--- config.mk ---
export PLATFORM = sky130hd
export DESIGN_NAME = ddr_adc_capture
export DESIGN_NICKNAME = d
export VERILOG_FILES = /design/src/rtl/ddr_adc_capture_pkg.sv /design/src/rtl/ddr_adc_capture_ctrl.sv /design/src/rtl/ddr_adc_capture_dp.sv /design/src/rtl/ddr_adc_capture.sv
export SDC_FILE = /design/constraint.sdc
export NUM_CORES = 1
export LEC_CHECK = 0
export BUFFER_PORTS_ARGS = -buffer_cell sky130_fd_sc_hd__buf_2
export CORE_MARGIN = 4
export CORE_UTILIZATION = 45
export CTS_CLUSTER_DIAMETER = 100
export DETAILED_ROUTE_END_ITERATION = 8
export GPL_TIMING_DRIVEN = 0
export HOLD_SLACK_MARGIN = 0.02
export PLACE_DENSITY = 0.64
export SLEW_MARGIN = 20
export SYNTH_ARGS = -nofsm -noshare
export SYNTH_HDL_FRONTEND = slang
export SYNTH_SLANG_ARGS = --single-unit
--- constraint.sdc ---
create_clock -name clk -period 3.43 [get_ports clk]
set_input_delay 0.686 -clock clk [delete_from_list [all_inputs] [get_ports clk]]
set_output_delay 0.686 -clock clk [all_outputs]
set_load 0.02 [all_outputs]
--- src/rtl/ddr_adc_capture_pkg.sv ---
package ddr_adc_capture_pkg;

  // Strobes from framing control to the capture datapath
  typedef struct packed {
    logic capture;  // a strobe transition was seen this cycle
    logic phase;    // strobe level after that transition
    logic first;    // transition is sample 0 since reset
  } rxStrobe_t;

  localparam int unsigned WARM_EDGES = 2;

endpackage

--- src/rtl/ddr_adc_capture_ctrl.sv ---
module ddr_adc_capture_ctrl
  import ddr_adc_capture_pkg::*;
(
  input  logic       clk,
  input  logic       rstN,
  input  logic       strobeIn,
  output rxStrobe_t  ctrl
);

  localparam int unsigned WARM_W = $clog2(WARM_EDGES + 1);

  logic              strbQ;
  logic              strbPrev;
  logic [WARM_W-1:0] warmCnt;
  logic              seenFirst;
  logic              warmDone;
  logic              transition;

  assign warmDone   = (warmCnt == WARM_W'(WARM_EDGES));
  assign transition = warmDone && (strbQ != strbPrev);

  always_ff @(posedge clk) begin
    if (!rstN) begin
      strbQ     <= 1'b0;
      strbPrev  <= 1'b0;
      warmCnt   <= '0;
      seenFirst <= 1'b0;
    end else begin
      strbQ    <= strobeIn;
      strbPrev <= strbQ;
      if (!warmDone) warmCnt <= warmCnt + 1'b1;
      if (transition) seenFirst <= 1'b1;
    end
  end

  always_comb begin
    ctrl.capture = transition;
    ctrl.phase   = strbQ;
    ctrl.first   = transition && !seenFirst;
  end

endmodule

--- src/rtl/ddr_adc_capture_dp.sv ---
module ddr_adc_capture_dp
  import ddr_adc_capture_pkg::*;
#(
  parameter int unsigned DATA_W     = 14,
  parameter int unsigned DLY_STAGES = 8,
  localparam int unsigned DLY_W     = $clog2(DLY_STAGES)
)(
  input  logic              clk,
  input  logic              rstN,
  input  logic [DATA_W-1:0] dataIn,
  input  logic              ovrIn,
  input  logic [DLY_W-1:0]  dataDelay,
  input  logic              clearOvr,
  input  rxStrobe_t         ctrl,
  output logic [DATA_W-1:0] sampleOut,
  output logic              sampleValid,
  output logic              sampleOvr,
  output logic              samplePhase,
  output logic              sampleFirst,
  output logic              stickyOvr
);

  localparam int unsigned WORD_W = DATA_W + 1;  // over-range bit on top

  logic [WORD_W-1:0] lineReg [DLY_STAGES];
  logic [WORD_W-1:0] selWord;

  for (genvar i = 0; i < DLY_STAGES; i++) begin : g_line
    if (i == 0) begin : g_head
      always_ff @(posedge clk) begin
        if (!rstN) lineReg[0] <= '0;
        else       lineReg[0] <= {ovrIn, dataIn};
      end
    end else begin : g_tail
      always_ff @(posedge clk) begin
        if (!rstN) lineReg[i] <= '0;
        else       lineReg[i] <= lineReg[i-1];
      end
    end
  end

  assign selWord = lineReg[dataDelay];

  always_ff @(posedge clk) begin
    if (!rstN) begin
      sampleOut   <= '0;
      sampleValid <= 1'b0;
      sampleOvr   <= 1'b0;
      samplePhase <= 1'b0;
      sampleFirst <= 1'b0;
      stickyOvr   <= 1'b0;
    end else begin
      sampleValid <= ctrl.capture;
      sampleFirst <= ctrl.first;
      if (ctrl.capture) begin
        sampleOut   <= {~selWord[DATA_W-1], selWord[DATA_W-2:0]};
        sampleOvr   <= selWord[DATA_W];
        samplePhase <= ctrl.phase;
      end
      // a flagged sample on the clearing edge wins
      stickyOvr <= (stickyOvr && !clearOvr) || (ctrl.capture && selWord[DATA_W]);
    end
  end

endmodule

--- src/rtl/ddr_adc_capture.sv ---
module ddr_adc_capture
  import ddr_adc_capture_pkg::*;
#(
  parameter int unsigned DATA_W     = 14,
  parameter int unsigned DLY_STAGES = 8
)(
  input  logic                          clk,
  input  logic                          rstN,
  input  logic                          strobeIn,
  input  logic [DATA_W-1:0]             dataIn,
  input  logic                          ovrIn,
  input  logic [$clog2(DLY_STAGES)-1:0] dataDelay,
  input  logic                          clearOvr,
  output logic [DATA_W-1:0]             sampleOut,
  output logic                          sampleValid,
  output logic                          sampleOvr,
  output logic                          samplePhase,
  output logic                          sampleFirst,
  output logic                          stickyOvr
);

  rxStrobe_t ctrlStrb;

  ddr_adc_capture_ctrl u_ctrl (
    .clk      (clk),
    .rstN     (rstN),
    .strobeIn (strobeIn),
    .ctrl     (ctrlStrb)
  );

  ddr_adc_capture_dp #(
    .DATA_W     (DATA_W),
    .DLY_STAGES (DLY_STAGES)
  ) u_dp (
    .clk         (clk),
    .rstN        (rstN),
    .dataIn      (dataIn),
    .ovrIn       (ovrIn),
    .dataDelay   (dataDelay),
    .clearOvr    (clearOvr),
    .ctrl        (ctrlStrb),
    .sampleOut   (sampleOut),
    .sampleValid (sampleValid),
    .sampleOvr   (sampleOvr),
    .samplePhase (samplePhase),
    .sampleFirst (sampleFirst),
    .stickyOvr   (stickyOvr)
  );

endmodule

Yosys cells after proc, flatten, opt, wreduce, memory -nomap -nowiden:

Memories as Yosys holds them, arrays and structs flattened.
Cells that the tools add are included.

* bitwise gates (word level): 9
* $add $sub $neg: 1
* reductions and logical operators: 7
* muxes and demuxes: 10
* equal/unequal tests: 2

Operator list (number)
* 2-to-1 mux 15 bit: 8
* OR 1 bit: 8
* logical AND 1 bit: 4
* adder 2 x 1 -> 2 bit (second input constant): 1
* equality test 2 bit (second input constant): 1
* logical NOT 1 bit: 2
* 2-to-1 mux 1 bit: 2
* logical OR 1 bit: 1
* != test 1 bit: 1
* NOT 1 bit: 1

* register bits: 24
* input port bits: 22
* memory bits (writable): 120
* memories kept: 1
* output and inout bits: 19
* word-level logic and storage cells: 40

Memory list
* u_dp.lineReg: words 8, width 15, rd ports 8, clocked after memory_dff 0, wr ports 8, RTL line ddr_adc_capture_dp.sv:25 `logic [WORD_W-1:0] lineReg [DLY_STAGES];`

Logic depth before layout (Yosys ltp):

Gate-level depths: netlist of run 1.

* depth after elaboration: 4
* depth in mapped cells: 8
* gate-level depth less buffers: 5

By module:

Synthesis of run 1 repeated with hierarchy kept, for this count alone.

* cells, all modules: 399
* area, all modules: 4977.3 µm²

By module, submodules not included
* ddr_adc_capture_dp: sequential area each 2782.7 µm², times used 1, cells each 377, area an instance 4757.1 µm²
* ddr_adc_capture_ctrl: sequential area each 100.1 µm², times used 1, cells each 22, area an instance 220.2 µm²

Worst setup path before layout of run 1:

OpenSTA, ideal clock, no wires.

* kind: input port to flip-flop
* from: input port dataDelay[0]
* to: register u_dp.sampleOut[10]
* arrival: 1.552 ns
* buffers on the path: 2
* required time: 3.313 ns
* stages: 5
* library setup time: 0.117 ns
* slack: 1.761 ns
* path through: buf_2 -> buf_4 -> mux2i_1 -> a22oi_1 -> a32o_2

* word-level cells in the longest chain between the ends: 1

Ends and longest elaborated chain
* start: declaration: RTL line ddr_adc_capture.sv:12 `input logic [$clog2(DLY_STAGES)-1:0] dataDelay,`
* memory (8 x 15 bit)
* end signal: assignment: RTL line ddr_adc_capture_dp.sv:56 `sampleOut <= {~selWord[DATA_W-1], selWord[DATA_W-2:0]};`
* end: declaration: RTL line ddr_adc_capture_dp.sv:15 `output logic [DATA_W-1:0] sampleOut,`

Every way passes these cells.
A chain may end at the register's enable or synchronous reset.

Worst setup path after layout of run 1:

* from: register u_dp.sampleOut[7]
* to: output port sampleOut[7]

RTL lines
* end: declaration: RTL line ddr_adc_capture.sv:14 `output logic [DATA_W-1:0] sampleOut,`

No word-level cell between the ends.

==> impl_metrics.py, run 1 <==
metrics = {
    "run_status": {
        "status": "finished clean",
    },
    "place": {
        "io_buffers": 39,
        "place_inst": 607,
        "place_hpwl_um": 6630,
        "preCtsSetupSlack_ns": 1.33,
        "routabilityCongestion": 0.790,
    },
    "floorplan": {
        "rows": 38,
        "die_area_um2": 12800,
        "die_w_um": 113,
        "core_um2": 10800,
        "io_pins": 41,
        "start_util_pct": 45.8,
        "dieHeight_um": 113,
    },
    "yosys": {
        "ys.flop_type": "dfxtp_1",
        "ys_ff_latch": 144,
        "synthArstFlopShare_pct": 0,
        "yosys_warnings": 0,
        "syn-cell-area_um2": 4970,
        "synth_edf_count": 0,
        "seq_area_frac_synth_pct": 58.0,
        "syn-num-nets": 451,
        "synth_cell_type_count": 28,
        "synthCells": 428,
        "avgSynthCellArea_um2": 11.6,
    },
    "cells_and_area": {
        "nets": 509,
        "drive_gt1_share_pct": 18.6,
        "antenna_cells": 0,
        "final_common_cell": "dfxtp_1",
        "area_growth_pct": 19.7,
        "fin_cells": 639,
        "mostFrequentLayoutCells": "dfxtp_1 (144), and2_1 (124), mux2i_1 (60), buf_2 (46), a22oi_1 (30)",
    },
    "cts": {
        "cts-root-buf": "clkbuf_8",
        "cts_tree": "done",
        "htree_levels": 4,
        "numClockSinks": 144,
        "post_cts_buffers": 0,
        "clk_latency_ns": 0.52,
        "clkTransAtPathRegs_ns": 0.07,
        "hold_buffers": 0,
        "cts_resized": 0,
        "clockBufferDepth": 2,
        "cts_buffers": 17,
    },
    "worst_setup_path": {
        "setup.worst_path.start": "u_dp.sampleOut[7]",
        "r2r_slack_ns": 1.79,
        "path_class": "register to primary output",
        "cp_max_fo": 2,
        "critPathTopFamily": "flip-flops",
        "timing.rr.end": "u_dp.sampleOut[1]",
        "critPathBufInv": 1,
        "cp.depth": 1,
        "required_ns": 2.74,
        "r2r-start": "u_ctrl.warmCnt[0]",
        "arrival_ns": 1.07,
        "r2r_cells": 6,
        "end_kind": "primary output",
        "critPathCapture": "sampleOut[7]",
        "crit_chain": "buf_2",
        "start_kind": "register",
        "slowest_stage": "dfxtp_1",
        "slowest_delay_ns": 0.37,
    },
    "global_route": {
        "grt_max_degree": 17,
        "grt_usage_pct": 15.0,
        "grt_overflow_total": 0,
        "grt_pass1_wl_um": 15000,
        "grt_pass1_vias": 3000,
        "grt_antenna_before_repair": 0,
    },
    "sta": {
        "finalHoldWorstSlack_ns": 0.365,
        "setup_viol": 0,
        "fin_ws_ns": 1.68,
        "final-hold-violation-count": 0,
        "drv_slew": 0,
        "tightest_slew_ns": 0.448,
        "setup_tns_ns": 0,
        "fmax_mhz": 571,
        "clock_skew_ns": 0.0161,
        "max-slew-margin-rel_pct": 70.1,
        "fin_crit_ns": 1.75,
        "fin_crit_sh_pct": 51.1,
        "rsz0062_at_grt": "false",
    },
    "detailed_routing": {
        "wirelength_um": 8800,
        "firstDrtPassIters": 4,
        "drc_errors": 0,
        "vias": 2990,
        "drt.antenna.violating_nets": 0,
        "viasPerCell": 4.68,
        "wl_per_cell_um": 13.8,
        "drt_iter0_drc": 103,
    },
    "power_and_ir_drop": {
        "ir_drop_mv": 0.304,
        "power_density_nw_per_um2": 646,
        "p_leak_nw": 2.62,
    },
    "run": {
        "drv_cap": 0,
    },
    "hold_path": {
        "hp-class": "input port to register",
    },
}
-- cell usage after synthesis, types with 2 or more instances --
| library cell | count | share of area [%] |
|---|---|---|
| dfxtp_1 | 144 | 58 |
| and2_1 | 124 | 16 |
| mux2i_1 | 60 | 12 |
| a22oi_1 | 30 | 4.5 |
| clkbuf_1 | 14 | 1.1 |
| a32o_1 | 9 | 1.8 |
| buf_2 | 7 | 0.71 |
| nand2_1 | 7 | 0.53 |
| buf_4 | 6 | 0.91 |
| a32o_2 | 4 | 0.91 |
| and2b_1 | 4 | 0.60 |
| buf_6 | 2 | 0.45 |
| o21ai_0 | 2 | 0.20 |
-- cell type report --
cell class	count	area [µm²]
fillers	936	4890
plain buffers	30	175
well taps	140	175
inverters	1	3.75
clock buffers	19	432
repair buffers	39	195
flip-flops and latches	144	2880
multi-input cells	253	1910
clock inverters	13	176
-- registers in the layout (all words and copies together) (netlist names) --
name / flops
u_dp.samplePhase: 1
u_dp.stickyOvr: 1
u_dp.lineReg: 120
u_ctrl.strbQ: 1
u_ctrl.seenFirst: 1
u_dp.sampleOvr: 1
u_dp.sampleValid: 1
u_ctrl.warmCnt: 2
u_dp.sampleOut: 14
u_ctrl.strbPrev: 1
u_dp.sampleFirst: 1
-- cells by family after synthesis --
kind of cell,after synthesis,share of synthesized area (%)
flops,144,58.0
mux,60,12.1
buf+inv,31,3.60
compound gates,49,8.11
fa+ha+maj,1,0.252
simple gates,141,17.6
xor+xnor,2,0.353
-- report_power, final --
part / total (mW) / switching, mW / internal (mW)
registers: 1.75 / 0.0256 / 1.73
clock network: 1.85 / 0.705 / 1.14
logic: 0.244 / 0.133 / 0.110
-- per-stage QoR --
stage               area, µm²  utilization [%]  power, mW
floorplan                4970                -       1.96
global placement         5340             49.2       2.03
detailed placement       5340             49.2       2.03
CTS                      5950             54.9       3.88
global route             5950             54.9       4.00
finish                   5950             54.9       3.84
-- worst min-delay path by stage --
| stage | startpoint | end | slack (ns) | cells after the start |
|---|---|---|---|---|
| after floorplan | u_dp.lineReg[0][0] | u_dp.lineReg[1][0] | 0.43 | 1 |
| after global placement | u_dp.lineReg[6][1] | u_dp.lineReg[7][1] | 0.43 | 1 |
| after detailed placement | u_dp.lineReg[6][2] | u_dp.lineReg[7][2] | 0.44 | 1 |
| after CTS | dataIn[3] | u_dp.lineReg[0][3] | 0.34 | 2 |
| after global routing | dataIn[3] | u_dp.lineReg[0][3] | 0.34 | 2 |
| final | dataIn[3] | u_dp.lineReg[0][3] | 0.36 | 2 |
-- per-layer routing --
layer  up-vias  GRT usage, %  wire length (µm)
li1       1577             -                 -
met1      1362          19.3              4380
met2        44          23.7              4010
met3         7          4.60               289
met4         0          5.69               124
met5         -             0                 0
Note: power is estimated with default switching activity, not from simulation.
==> inputs of run 2 (changes only) <==
- ABC_AREA: default -> 1
- PLACE_DENSITY: 0.64 -> 0.66
- clock period: 3.43 -> 1.6 ns (I/O delays scaled with it)
==> impl_metrics.py, run 2 <==
metrics = {
    "cts": {
        "clkTransAtPathRegs_ns": 0.06,
        "clockBufferDepth": 2,
        "htree_levels": 4,
        "cts_tree": "done",
        "clk_latency_ns": 0.42,
        "cts-root-buf": "clkbuf_16",
        "cts_buffers": 17,
        "numClockSinks": 144,
    },
    "global_route": {
        "grt_pass1_wl_um": 20300,
        "grt_antenna_before_repair": 0,
        "grt_max_degree": 17,
        "grt_overflow_total": 0,
        "grt_usage_pct": 18.4,
        "grt_pass1_vias": 4141,
    },
    "yosys": {
        "synth_fa_ha_area_share_pct": 0.225,
        "synthArstFlopShare_pct": 0,
        "synth_common_cells": "nand2_1 (289), inv_1 (213), dfxtp_1 (144), nand3_1 (91), clkbuf_1 (25)",
        "avgSynthCellArea_um2": 6.89,
        "synth_edf_count": 0,
        "synth_cell_type_count": 16,
        "synth.most_common_cell": "nand2_1",
        "ys.flop_type": "dfxtp_1",
        "synth.largest_area_cell": "dfxtp_1",
        "syn-cell-area_um2": 5560,
        "ys_ff_latch": 144,
        "synth_area_leaders": "dfxtp_1 (52%), nand2_1 (19%), inv_1 (14%)",
        "synthXorXnorAreaFrac_pct": 0,
        "yosys_warnings": 0,
        "synthCells": 807,
        "syn-num-nets": 830,
        "synth.area.mux_share_pct": 0,
        "synthDominantCellAreaShare_pct": 51.8,
        "yosys.area_share.simple_pct": 28.4,
        "synth_top_family_by_area": "simple AND/OR/NAND/NOR gates",
        "seq_area_frac_synth_pct": 51.8,
        "synth_compound_area_share_pct": 1.89,
    },
    "power_and_ir_drop": {
        "ir_drop_mv": 0.820,
        "p_leak_nw": 3.80,
        "power_density_nw_per_um2": 1280,
    },
    "cells_and_area": {
        "multi_input_area_um2": 1710,
        "final_common_cell": "nand2_1",
        "drive_gt1_share_pct": 10.0,
        "largest_registers": "u_dp.lineReg: 120 flops, u_dp.sampleOut: 14 flops, u_ctrl.warmCnt: 2 flops",
        "area_growth_pct": 19.2,
        "mostFrequentLayoutCells": "nand2_1 (289), inv_1 (213), dfxtp_1 (144), nand3_1 (90), buf_2 (44)",
        "regMostFlops": "u_dp.lineReg",
        "largest_reg_flops": 120,
        "utilization_pct": 55.0,
        "seqCellArea_um2": 2880,
        "fillers": 1169,
        "antenna_cells": 0,
        "nets": 889,
    },
    "worst_setup_path": {
        "path_class": "register to register",
        "slowest_delay_ns": 0.31,
        "required_ns": 1.95,
        "crit_chain": "inv_1 > ha_1 > inv_1 > nor3_4 > buf_4 > buf_12 > nand3_1 > a21oi_1",
        "r2r-start": "u_ctrl.warmCnt[0]",
        "end_kind": "register",
        "critPathTopFamily": "buffers and inverters",
        "critPathBufInv": 4,
        "r2r_cells": 8,
        "slowest_stage": "dfxtp_1",
        "cp.depth": 8,
        "start_kind": "register",
        "r2r_slack_ns": 0.12,
        "cp_max_fo": 7,
        "crit_top_cell": "inv_1",
        "timing.rr.end": "u_dp.sampleOut[9]",
        "arrival_ns": 1.83,
    },
    "floorplan": {
        "die_w_um": 119,
        "io_pins": 41,
        "core_um2": 12100,
        "rows": 40,
        "die_area_um2": 14200,
        "dieHeight_um": 119,
        "start_util_pct": 46.1,
    },
    "hold_path": {
        "hold_depth": 3,
        "min_from": "dataIn[9]",
        "whs_endpoint": "u_dp.lineReg[0][9]",
        "hp-class": "input port to register",
    },
    "place": {
        "routabilityCongestion": 0.835,
        "place_hpwl_um": 8660,
        "io_buffers": 37,
    },
    "detailed_routing": {
        "drt.antenna.violating_nets": 0,
        "drc_errors": 0,
        "wirelength_um": 12100,
        "firstDrtPassIters": 5,
        "wl_per_cell_um": 11.5,
        "drt_iter0_drc": 287,
        "vias": 4392,
        "viasPerCell": 4.19,
    },
    "sta": {
        "final-hold-violation-count": 0,
        "max-slew-margin-rel_pct": 58.8,
        "finalHoldWorstSlack_ns": 0.0800,
        "setup_viol": 0,
        "rsz0062_at_grt": "false",
        "fin_crit_ns": 1.48,
        "drv_slew": 0,
        "tightest_slew_ns": 0.618,
        "clock_skew_ns": 0.00518,
        "fin_crit_sh_pct": 92.8,
        "fmax_mhz": 673,
    },
    "run": {
        "drv_cap": 0,
    },
    "run_status": {
        "status": "finished clean",
    },
}
[run 2: repair_timing]
item,4_1_cts,5_1_grt
resized for setup,0,3
setup buffers,2,1
hold buffers,0,0
pin swaps,1,1
setup endpoints to repair,17,2
[run 2: cell families after synthesis]
family | after synthesis
AND/OR/NAND/NOR | 386
buffers and inverters | 255
adder cells (fa/ha/maj) | 1
AO/OA/AOI/OAI | 21
flip-flops | 144
[run 2: worst max path at each step]
stage                                 start                 end  slack (ns)
final                     u_ctrl.warmCnt[0]   u_dp.sampleOut[9]        0.12
after global routing      u_ctrl.warmCnt[0]   u_dp.sampleOut[0]       0.003
after CTS                 u_ctrl.warmCnt[0]   u_dp.sampleOut[7]        0.13
after detailed placement  u_ctrl.warmCnt[0]   u_dp.sampleOut[5]       -0.15
after global placement    u_ctrl.warmCnt[0]      u_dp.sampleOvr       -0.13
after floorplan           u_ctrl.warmCnt[0]  u_dp.sampleOut[13]        0.20
[run 2: layout make-up]
class	count	area share (%)
plain buffers	40	2.64
clock buffers	23	7.51
clock inverters	9	1.94
inverters	215	12.2
multi-input cells	408	25.8
flip-flops and latches	144	43.5
well taps	168	3.17
repair buffers	40	3.32
[run 2: power breakdown]
group          total (mW)  internal, mW  switching (mW)
Sequential           3.76          3.70          0.0540
Clock                4.10          2.65            1.45
Combinational       0.651         0.218           0.433
Total                8.51          6.57            1.94
[run 2: worst reg2reg max path, delay by kind of cell, from the launching register on]
kind | cells | cell delay [ns]
AOI/OAI and AO/OA | 1 | 0.15
buffers and inverters | 4 | 0.42
and+or+nand+nor | 2 | 0.40
adders and majority gates | 1 | 0.13
DFF | 1 | 0.31
[run 2: per-stage QoR]
| step | setup TNS, ns | area, µm² | setup WS (ns) | total power [mW] | cells |
|---|---|---|---|---|---|
| after floorplan | 0 | 5560 | 0.202 | 4.25 | 807 |
| after global placement | -1.54 | 5960 | -0.127 | 4.45 | 1012 |
| after detailed placement | -1.83 | 5960 | -0.147 | 4.46 | 1012 |
| after CTS | 0 | 6610 | 0.129 | 8.55 | 1046 |
| after global routing | 0 | 6630 | 0.00276 | 8.85 | 1047 |
| final | 0 | 6630 | 0.115 | 8.51 | 1047 |
[run 2: metal layers]
metal / GRT usage, % / vias up / part of all wire [%]
li1: - / 2430 / -
met1: 24.1 / 1857 / 49
met2: 28.8 / 78 / 44
met3: 4.23 / 27 / 4.0
met4: 8.18 / 0 / 2.6
met5: 0 / - / 0
